==> src/rtl/uart_rx_pkg.sv <==
package uart_rx_pkg;

  typedef enum logic [2:0] {
    PAR_NONE   = 3'd0,
    PAR_ODD    = 3'd1,
    PAR_EVEN   = 3'd2,
    PAR_ZERO   = 3'd3,
    PAR_ONE    = 3'd4,
    PAR_IGNORE = 3'd5
  } par_mode_e;

  typedef enum logic [2:0] {
    ST_IDLE,
    ST_START,
    ST_DATA,
    ST_PARITY,
    ST_STOP
  } rx_state_e;

  localparam int PCT_FALLBACK = 50;
  localparam int MIN_WIDTH    = 5;

  function automatic par_mode_e decode_parity(input logic [2:0] code);
    case (code)
      3'd1:    return PAR_ODD;
      3'd2:    return PAR_EVEN;
      3'd3:    return PAR_ZERO;
      3'd4:    return PAR_ONE;
      3'd5:    return PAR_IGNORE;
      default: return PAR_NONE;
    endcase
  endfunction

endpackage

==> src/rtl/uart_rx_sync.sv <==
module uart_rx_sync #(
  parameter int SYNC_STAGES = 2
) (
  input  logic clk,
  input  logic rst_n,
  input  logic line_in,
  input  logic invert,
  output logic line_now,
  output logic line_dly,
  output logic fall
);

  logic [SYNC_STAGES-1:0] chain_q;
  logic                   dly_q;

  always_ff @(posedge clk or negedge rst_n) begin
    if (!rst_n) chain_q <= '1;
    else        chain_q <= {chain_q[SYNC_STAGES-2:0], line_in};
  end

  assign line_now = chain_q[SYNC_STAGES-1] ^ invert;

  // Reset low so that no edge is seen until the line has read high once.
  always_ff @(posedge clk or negedge rst_n) begin
    if (!rst_n) dly_q <= 1'b0;
    else        dly_q <= line_now;
  end

  assign line_dly = dly_q;
  assign fall     = dly_q & ~line_now;

endmodule

==> src/rtl/uart_rx_timer.sv <==
module uart_rx_timer #(
  parameter int CPB_W = 16,
  parameter int PCT_W = 7
) (
  input  logic             clk,
  input  logic             rst_n,
  input  logic             load,
  input  logic             run,
  input  logic [CPB_W-1:0] cfg_cpb,
  input  logic [PCT_W-1:0] cfg_pct,
  output logic             tick
);

  localparam int PROD_W = CPB_W + PCT_W;

  logic [PCT_W-1:0]  pct_eff;
  logic [CPB_W-1:0]  cpb_m1;
  logic [PROD_W-1:0] prod;
  logic [CPB_W-1:0]  off_c;

  logic [CPB_W-1:0]  period_q;
  logic [CPB_W-1:0]  wait_q;
  logic [CPB_W-1:0]  off_q;

  always_comb begin
    if (cfg_pct >= PCT_W'(1) && cfg_pct <= PCT_W'(99)) pct_eff = cfg_pct;
    else                                                pct_eff = PCT_W'(uart_rx_pkg::PCT_FALLBACK);
    cpb_m1 = cfg_cpb - CPB_W'(1);
    prod   = PROD_W'(cpb_m1) * PROD_W'(pct_eff);
    off_c  = CPB_W'(prod / PROD_W'(100));
  end

  always_ff @(posedge clk or negedge rst_n) begin
    if (!rst_n) begin
      period_q <= '0;
      wait_q   <= '0;
      off_q    <= '0;
    end else if (load) begin
      period_q <= cfg_cpb;
      wait_q   <= off_c;
      off_q    <= off_c;
    end else if (run) begin
      if (wait_q == '0) wait_q <= period_q - CPB_W'(1);
      else              wait_q <= wait_q - CPB_W'(1);
    end
  end

  assign tick = run && (wait_q == '0);

  AST_OFFSET_INSIDE_BIT: assert property (@(posedge clk) disable iff (!rst_n) run |-> (off_q < period_q)) else $error("sample offset outside bit");
  AST_ONE_SAMPLE_PER_SLOT: assert property (@(posedge clk) disable iff (!rst_n) (tick && period_q > CPB_W'(1) && !load) |=> !tick) else $error("two samples in one slot");

endmodule

==> src/rtl/uart_rx_parity.sv <==
module uart_rx_parity
  import uart_rx_pkg::*;
#(
  parameter int DATA_W = 9
) (
  input  par_mode_e         mode,
  input  logic [DATA_W-1:0] data,
  input  logic              pbit,
  output logic              mismatch
);

  logic ones_odd;

  always_comb begin
    ones_odd = ^data;
    case (mode)
      PAR_ODD:  mismatch = (pbit == ones_odd);
      PAR_EVEN: mismatch = (pbit != ones_odd);
      PAR_ZERO: mismatch = pbit;
      PAR_ONE:  mismatch = ~pbit;
      default:  mismatch = 1'b0;
    endcase
  end

endmodule

==> src/rtl/uart_frame_rx.sv <==
module uart_frame_rx
  import uart_rx_pkg::*;
#(
  parameter int CPB_W       = 16,
  parameter int DATA_W      = 9,
  parameter int PCT_W       = 7,
  parameter int SYNC_STAGES = 2
) (
  input  logic              clk,
  input  logic              rst_n,
  input  logic              line_in,
  input  logic [CPB_W-1:0]  cfg_clks_per_bit,
  input  logic [3:0]        cfg_width,
  input  logic [2:0]        cfg_parity,
  input  logic [1:0]        cfg_stop,
  input  logic              cfg_msb_first,
  input  logic              cfg_invert,
  input  logic [PCT_W-1:0]  cfg_sample_pct,
  output logic              frm_valid,
  input  logic              frm_ready,
  output logic [DATA_W-1:0] frm_data,
  output logic              frm_ok,
  output logic              err_start,
  output logic              err_parity,
  output logic              err_stop
);

  localparam int CNT_W = 4;

  logic line_now, line_dly, fall, tick, load, run, par_bad;

  rx_state_e         st_q, st_d;
  logic [CNT_W-1:0]  idx_q, idx_d;
  logic [DATA_W-1:0] sh_q, sh_d;
  logic              ok_q, ok_d;

  logic [CNT_W-1:0]  w_q;
  par_mode_e         par_q;
  logic              stop_en_q;
  logic              msb_q;

  logic              deliver, dlv_ok, dlv_zero;
  logic [DATA_W-1:0] dlv_data;
  logic              se_d, pe_d, te_d;
  logic [CNT_W-1:0]  w_clamped;

  uart_rx_sync #(.SYNC_STAGES(SYNC_STAGES)) u_sync (
    .clk(clk), .rst_n(rst_n), .line_in(line_in), .invert(cfg_invert),
    .line_now(line_now), .line_dly(line_dly), .fall(fall)
  );

  uart_rx_timer #(.CPB_W(CPB_W), .PCT_W(PCT_W)) u_timer (
    .clk(clk), .rst_n(rst_n), .load(load), .run(run),
    .cfg_cpb(cfg_clks_per_bit), .cfg_pct(cfg_sample_pct), .tick(tick)
  );

  uart_rx_parity #(.DATA_W(DATA_W)) u_par (
    .mode(par_q), .data(sh_q), .pbit(line_dly), .mismatch(par_bad)
  );

  function automatic logic [DATA_W-1:0] order_bits(input logic [DATA_W-1:0] s,
                                                   input logic [CNT_W-1:0] n,
                                                   input logic msb);
    logic [DATA_W-1:0] r;
    r = '0;
    for (int i = 0; i < DATA_W; i++) begin
      if (i < int'(n)) r[i] = msb ? s[int'(n) - 1 - i] : s[i];
    end
    return r;
  endfunction

  always_comb begin
    if (cfg_width < CNT_W'(MIN_WIDTH))   w_clamped = CNT_W'(MIN_WIDTH);
    else if (cfg_width > CNT_W'(DATA_W)) w_clamped = CNT_W'(DATA_W);
    else                                 w_clamped = cfg_width;
  end

  assign run = (st_q != ST_IDLE);

  // Frame sequencer
  always_comb begin
    st_d     = st_q;
    idx_d    = idx_q;
    sh_d     = sh_q;
    ok_d     = ok_q;
    load     = 1'b0;
    deliver  = 1'b0;
    dlv_ok   = 1'b0;
    dlv_zero = 1'b0;
    se_d     = 1'b0;
    pe_d     = 1'b0;
    te_d     = 1'b0;
    case (st_q)
      ST_IDLE: begin
        if (fall) begin
          load  = 1'b1;
          st_d  = ST_START;
          sh_d  = '0;
          idx_d = '0;
          ok_d  = 1'b1;
        end
      end
      ST_START: begin
        if (tick) begin
          if (line_dly) begin
            se_d     = 1'b1;
            deliver  = 1'b1;
            dlv_zero = 1'b1;
            st_d     = ST_IDLE;
          end else begin
            st_d = ST_DATA;
          end
        end
      end
      ST_DATA: begin
        if (tick) begin
          sh_d[idx_q] = line_dly;
          if (idx_q == w_q - CNT_W'(1)) begin
            if (par_q != PAR_NONE) begin
              st_d = ST_PARITY;
            end else if (stop_en_q) begin
              st_d = ST_STOP;
            end else begin
              deliver = 1'b1;
              dlv_ok  = ok_q;
              st_d    = ST_IDLE;
            end
          end else begin
            idx_d = idx_q + CNT_W'(1);
          end
        end
      end
      ST_PARITY: begin
        if (tick) begin
          if (par_bad) begin
            pe_d = 1'b1;
            ok_d = 1'b0;
          end
          if (stop_en_q) begin
            st_d = ST_STOP;
          end else begin
            deliver = 1'b1;
            dlv_ok  = ok_d;
            st_d    = ST_IDLE;
          end
        end
      end
      ST_STOP: begin
        if (tick) begin
          if (!line_dly) begin
            te_d = 1'b1;
            ok_d = 1'b0;
          end
          deliver = 1'b1;
          dlv_ok  = ok_d;
          st_d    = ST_IDLE;
        end
      end
      default: st_d = ST_IDLE;
    endcase
  end

  always_comb begin
    if (dlv_zero) dlv_data = '0;
    else          dlv_data = order_bits(sh_d, w_q, msb_q);
  end

  always_ff @(posedge clk or negedge rst_n) begin
    if (!rst_n) begin
      st_q  <= ST_IDLE;
      idx_q <= '0;
      sh_q  <= '0;
      ok_q  <= 1'b0;
    end else begin
      st_q  <= st_d;
      idx_q <= idx_d;
      sh_q  <= sh_d;
      ok_q  <= ok_d;
    end
  end

  // Settings snapshot taken as the frame opens
  always_ff @(posedge clk or negedge rst_n) begin
    if (!rst_n) begin
      w_q       <= CNT_W'(MIN_WIDTH);
      par_q     <= PAR_NONE;
      stop_en_q <= 1'b1;
      msb_q     <= 1'b0;
    end else if (load) begin
      w_q       <= w_clamped;
      par_q     <= decode_parity(cfg_parity);
      stop_en_q <= (cfg_stop != 2'd0);
      msb_q     <= cfg_msb_first;
    end
  end

  // Output stream register and error strobes
  always_ff @(posedge clk or negedge rst_n) begin
    if (!rst_n) begin
      frm_valid  <= 1'b0;
      frm_data   <= '0;
      frm_ok     <= 1'b0;
      err_start  <= 1'b0;
      err_parity <= 1'b0;
      err_stop   <= 1'b0;
    end else begin
      if (deliver) begin
        frm_valid <= 1'b1;
        frm_data  <= dlv_data;
        frm_ok    <= dlv_ok;
      end else if (frm_ready) begin
        frm_valid <= 1'b0;
      end
      err_start  <= se_d;
      err_parity <= pe_d;
      err_stop   <= te_d;
    end
  end

  AST_HOLD_UNTIL_TAKEN: assert property (@(posedge clk) disable iff (!rst_n) (frm_valid && !frm_ready && !deliver) |=> (frm_valid && $stable(frm_data) && $stable(frm_ok))) else $error("pending word changed");
  AST_START_ERR_FRAME: assert property (@(posedge clk) disable iff (!rst_n) err_start |-> (frm_valid && !frm_ok && frm_data == '0)) else $error("start error frame wrong");
  AST_START_ERR_IDLE: assert property (@(posedge clk) disable iff (!rst_n) err_start |-> (st_q == ST_IDLE)) else $error("not idle after start error");
  AST_STOP_ERR_FRAME: assert property (@(posedge clk) disable iff (!rst_n) err_stop |-> (frm_valid && !frm_ok)) else $error("stop error frame not flagged");
  AST_ONE_STROBE: assert property (@(posedge clk) disable iff (!rst_n) $onehot0({err_start, err_parity, err_stop})) else $error("strobes overlap");

endmodule

==> config.mk <==
export PLATFORM = sky130hd
export DESIGN_NAME = uart_frame_rx
export DESIGN_NICKNAME = d
export VERILOG_FILES = /design/src/rtl/uart_rx_pkg.sv /design/src/rtl/uart_rx_sync.sv /design/src/rtl/uart_rx_timer.sv /design/src/rtl/uart_rx_parity.sv /design/src/rtl/uart_frame_rx.sv
export SDC_FILE = /design/constraint.sdc
export NUM_CORES = 1
export LEC_CHECK = 0
export BUFFER_PORTS_ARGS = -buffer_cell sky130_fd_sc_hd__buf_4
export CORE_ASPECT_RATIO = 1.5
export CORE_MARGIN = 2
export CORE_UTILIZATION = 61
export DETAILED_ROUTE_END_ITERATION = 16
export GPL_TIMING_DRIVEN = 0
export PLACE_DENSITY = 0.79
export SYNTH_ARGS = -nofsm -noshare
export SYNTH_HDL_FRONTEND = slang
export SYNTH_SLANG_ARGS = --single-unit
==> constraint.sdc <==
create_clock -name clk -period 3.96 [get_ports clk]
set_input_delay 0.198 -clock clk [delete_from_list [all_inputs] [get_ports clk]]
set_output_delay 0.198 -clock clk [all_outputs]
set_load 0.005 [all_outputs]
==> summary.md, run 1 <==
| Metric | Value |
|---|---|
| Status | `aborted with a tool error` |
| Stopped at | `global routing` |
| Err | `[ERROR GRT-0232] Routing congestion too high. Check the congestion heatmap in the GUI.` |
| GRT Total Usage | `roughly four fifths` |
| Rows | `64` |
| Most common cell in the netlist | `nand2_1` |
| GRT repair_timing worst endpoint | `u_timer.wait_q[0]$_DFFE_PN0P_/D` |
| Main combinational cell family by area after synthesis | `compound AO/OA/AOI/OAI gates` |
| CTS sink cnt | `75` |
| Synth area leader | `dfrtp_1` |
| Commonest cells in the netlist | `nand2_1 (204), nor2_1 (190), o21ai_0 (96)` |
| Adder and majority cell fraction of the synthesized area | `17.3%` |
| Die height | `179 um` |
| Placement Cell Area | `13700 um^2` |
| Routability congestion estimate | `0.968` |
| Post-Synth XOR/XNOR Area | `roughly 6.7%` |
| Distinct cell type count after synthesis | `118` |
| Post-synth ARST share | `100%` |
| Place WS | `-11.59 ns` |
| Clock tree buffer depth | `2` |
| Synth warn | `0` |
| Seq/Total Area, Yosys | `15.1%` |
| Post-synthesis compound-gate area fraction | `between 20% and 30%` |
| Pin count of the biggest net entering global routing | `76` |
| Number of port buffers | `50` |
| Gr ovfl total | `308` |
| Post-synthesis mux area share | `roughly 3.2%` |
| Area share of the largest cell type after synthesis | `about 14%` |
| Placed Cells | `1932` |
| # IOs | `52` |
| Synth Instances | `~1600` |
| Flops & latches, synth | `75` |
| H-tree depth | `3` |
| Area contributors post-synth | `dfrtp_1 (14%), fa_1 (11%), nand2_1 (6.2%)` |
| Initial Util | `61.6%` |
| Net Count, Synth | `between 1500 and 2000` |
| Clock root cell | `clkbuf_16` |
| Post-synth EDFFs | `0` |
| Worst_ep kind | `register input` |
| Cts bufs inserted | `9` |
| Die width | `about 120 um` |
| Post-Syn Area | `between 10000 and 15000 um^2` |
| Simple-gate share of the synthesized area | `approximately 25%` |
| Dpl hpwl | `between 30000 and 40000 um` |
| Avg Synthesized Cell Area | `between 7 and 8 um^2` |
| Synth Flop Type | `dfrtp_1` |
-- logic make-up after synthesis --
group | Yosys count
AO/OA/AOI/OAI | 475
buffers and inverters | 158
multiplexers | 38
AND/OR/NAND/NOR | 650
adder cells (fa/ha/maj) | 131
flip-flops | 75
XOR/XNOR | 91
-- per-stage QoR --
| step | setup TNS (ns) | hold WS (ns) |
|---|---|---|
| 2_1_floorplan | -89.30 | -0.0976 |
| 3_3_place_gp | -122.99 | 0.306 |
| 3_5_place_dp | -125.17 | 0.310 |
| 4_1_cts | -94.23 | 0.0377 |
-- per-layer routing --
| metal | overflow | GRT usage, % |
|---|---|---|
| met4 | 98 | 87.3 |
| met2 | 196 | 100 |
| met3 | 8 | 64.9 |
| met5 | 0 | 19.0 |
| met1 | 6 | 78.0 |
-- what timing repair did --
item | in CTS
setup buffers | 132
pin swaps | 125
endpoints found under the setup margin | 27
hold buffers | 1
hold endpoints to repair | 1
gates resized for setup | 292
==> run 2: changes to the inputs <==
- CORE_ASPECT_RATIO: 1.5 -> default
- CORE_UTILIZATION: 61 -> 40
- PLACE_DENSITY: 0.79 -> default
- PLACE_DENSITY_LB_ADDON: default -> 0.15
==> run 2 against run 1 <==
The flow now finishes, with violations (setup timing). Synthesized cell count unchanged. Synthesized area unchanged.
==> summary.md, run 2 <==
| Metric | Value |
|---|---|
| Distinct cell type count after synthesis | `118 (unchanged)` |
| Crit. path cell count | `64` |
| H-tree depth | `3 (unchanged)` |
| Reg2reg setup slack | `0.30 ns` |
| Inserted Diodes | `0` |
| Synth Flop Type | `dfrtp_1 (unchanged)` |
| Worst path max stage delay | `around 0.53 ns` |
| Fin util | `between 50% and 60%` |
| Die area | `32500 um^2` |
| Slowest CP cell | `or4_4` |
| Avg Synthesized Cell Area | `7.69 um^2 (unchanged)` |
| Vias in the first global route | `12900` |
| Post-route cell area | `approximately 18000 um^2` |
| Area contributors post-synth | `dfrtp_1 (14%), fa_1 (11%), nand2_1 (6.2%) (unchanged)` |
| Final hold vios | `0` |
| Layout Nets | `2055` |
| Net Count, Synth | `1785 (unchanged)` |
| Crit path kind | `in -> reg` |
| Core Area | `just over 30000 um^2` |
| Post-route ant nets | `0` |
| Final Non-Filler Cells | `2289` |
| Worst-path clk slew | `0.06 ns` |
| Max transition margin | `14.8%` |
| Clock tree buffer depth | `2 (unchanged)` |
| Final WS setup | `-9.98 ns` |
| CP most frequent cell | `buf_4` |
| Clk_skew | `0.00788 ns` |
| Commonest cells in the netlist | `nand2_1 (204), nor2_1 (190), o21ai_0 (96) (unchanged)` |
| Synth warn | `0 (unchanged)` |
| Crit path max fanout | `7` |
| Placed Cells | `2064 (was 1932)` |
| Number of port buffers | `50 (unchanged)` |
| Most common cell in the netlist | `nand2_1 (unchanged)` |
| Rows | `64 (unchanged)` |
| Worst Reg-to-Reg Cells | `12` |
| Layout area overhead | `44.0%` |
| Status | `finished, violations left (was aborted with a tool error)` |
| Fmax achieved | `71.8 MHz` |
| Wire per inst | `19.2 um` |
| Antenna violations before repair | `0` |
| Synth area leader | `dfrtp_1 (unchanged)` |
| Routability congestion estimate | `0.909 (was 0.968)` |
| Flops & latches, synth | `75 (unchanged)` |
| Placement Cell Area | `13900 um^2 (was 13700 um^2)` |
| GRT Total Usage | `24.6%` |
| Most common cell after layout, fill and taps aside | `buf_4` |
| Largest registers | `u_timer.period_q: 16 flops, u_timer.wait_q: 16 flops` |
| Max-slew violations | `0` |
| Worst EP arrival | `14.21 ns` |
| Cts bufs inserted | `9 (unchanged)` |
| Slew @ Worst Pin | `~1.3 ns` |
| CP Launch Type | `input port` |
| Cell family with most CP delay | `compound AO/OA/AOI/OAI gates` |
| Pin count of the biggest net entering global routing | `76` |
| Die width | `180 um (was 121 um)` |
| Required time of the critical path | `around 4.2 ns` |
| CTS tree | `done` |
| Share of cells above drive strength 1 | `between 30% and 40%` |
| Clock root cell | `clkbuf_16 (unchanged)` |
| Post-synth ARST share | `100% (unchanged)` |
| Initial Util | `40.7% (was 61.6%)` |
| Area share of the largest cell type after synthesis | `14.1% (unchanged)` |
| CP Capture Type | `flop` |
| Seq/Total Area, Yosys | `15.1% (unchanged)` |
| DRT Wirelength | `43800 um` |
| Critical path buffers and inverters | `13` |
| Dpl hpwl | `29800 um (was 30300 um)` |
| Post-synth EDFFs | `0 (unchanged)` |
| Die height | `180 um (was 179 um)` |
| Setup TNS | `-100.81 ns` |
| Post-Syn Area | `12400 um^2 (unchanged)` |
| Total vias in the final route | `13700` |
| RSZ-0062 raised after global routing | `true` |
| CTS sink cnt | `75 (unchanged)` |
| Clock Latency Late Sink | `0.35 ns` |
| First-pass GRT wire length | `67300 um` |
| First-iteration detailed-routing DRC count | `1034` |
| Max cap viols | `0` |
| Most frequent cells in the layout | `buf_4 (229), nand2_1 (182), nor2_1 (164), inv_1 (75), dfrtp_1 (70)` |
| # IOs | `52 (unchanged)` |
| Drt pass-1 iters | `5` |
| DRC viols | `0` |
| Final setup vio count | `16` |
| Vias per inst | `~6.0` |
| Min-delay worst type | `in -> async` |
| Synth Instances | `1618 (unchanged)` |
| Failing checks | `setup timing` |
| Final Critical Period | `around 14 ns` |
| Fin crit share | `352%` |
| Gr ovfl total | `0` |
-- run 2: cell counts after synthesis --
Identical to the previous run, type by type.
-- run 2: logic make-up (layout without fill, tap and decap cells) --
kind of cell / count (synthesis) / count (layout) / synth area share [%]
compound gates: 475 / 475 / 28.1
xor+xnor: 91 / 91 / 6.65
fa+ha+maj: 131 / 131 / 17.3
buf+inv: 158 / 432 / 5.00
flops: 75 / 75 / 15.1
mux: 38 / 39 / 3.20
simple gates: 650 / 650 / 24.6
-- run 2: layer usage --
metal / share of wire [%] / wire [um] / vias up / GRT usage [%]
met4: 2.2 / 979 / 0 / 5.68
met5: 0 / 0 / - / 0
met1: 43 / 18900 / 6691 / 34.2
met2: 49 / 21500 / 532 / 42.0
li1: - / - / 6398 / -
met3: 5.5 / 2420 / 82 / 1.70
-- run 2: per-stage QoR --
| stage | setup slack, ns | hold WS (ns) |
|---|---|---|
| 2_1_floorplan | -9.19 | -0.0976 |
| 3_3_place_gp | -11.73 | 0.311 |
| 3_5_place_dp | -11.76 | 0.311 |
| 4_1_cts | -9.74 | 0.0468 |
| 5_1_grt | -10.43 | 0.0778 |
| 6_report | -9.98 | 0.00182 |
-- run 2: area by class of cell --
| class | count | area [um^2] |
|---|---|---|
| Fill cell | 2608 | 12700 |
| Multi-Input combinational cell | 1386 | 12200 |
| Timing Repair Buffer | 269 | 2260 |
| Sequential cell | 75 | 1880 |
| Tap cell | 396 | 495 |
| Buffer | 60 | 424 |
| Inverter | 87 | 342 |
| Clock buffer | 10 | 229 |
| Clock inverter | 6 | 40.0 |
-- run 2: repair_timing --
action | 4_1_cts | 5_1_grt
gates cloned | 1 | 0
resized for setup | 203 | 257
endpoints found under the setup margin | 25 | 27
pin swaps | 127 | 142
hold buffers | 1 | 0
hold endpoints to repair | 1 | 0
setup buffers | 104 | 116
-- run 2: worst paths after layout --
check                                          from                end
worst max-delay path            cfg_clks_per_bit[4]  u_timer.wait_q[0]
worst min-delay path                          rst_n           par_q[2]
worst max register to register   u_timer.wait_q[14]        frm_data[1]
worst min register to register    u_sync.chain_q[0]  u_sync.chain_q[1]
max in group asynchronous                     rst_n        frm_data[7]
min in group clk                      cfg_msb_first              msb_q
Power of run 2 is left out: the tool's default activity adds up to more than one toggle a clock period on the data nets, which glitch-free logic cannot reach.
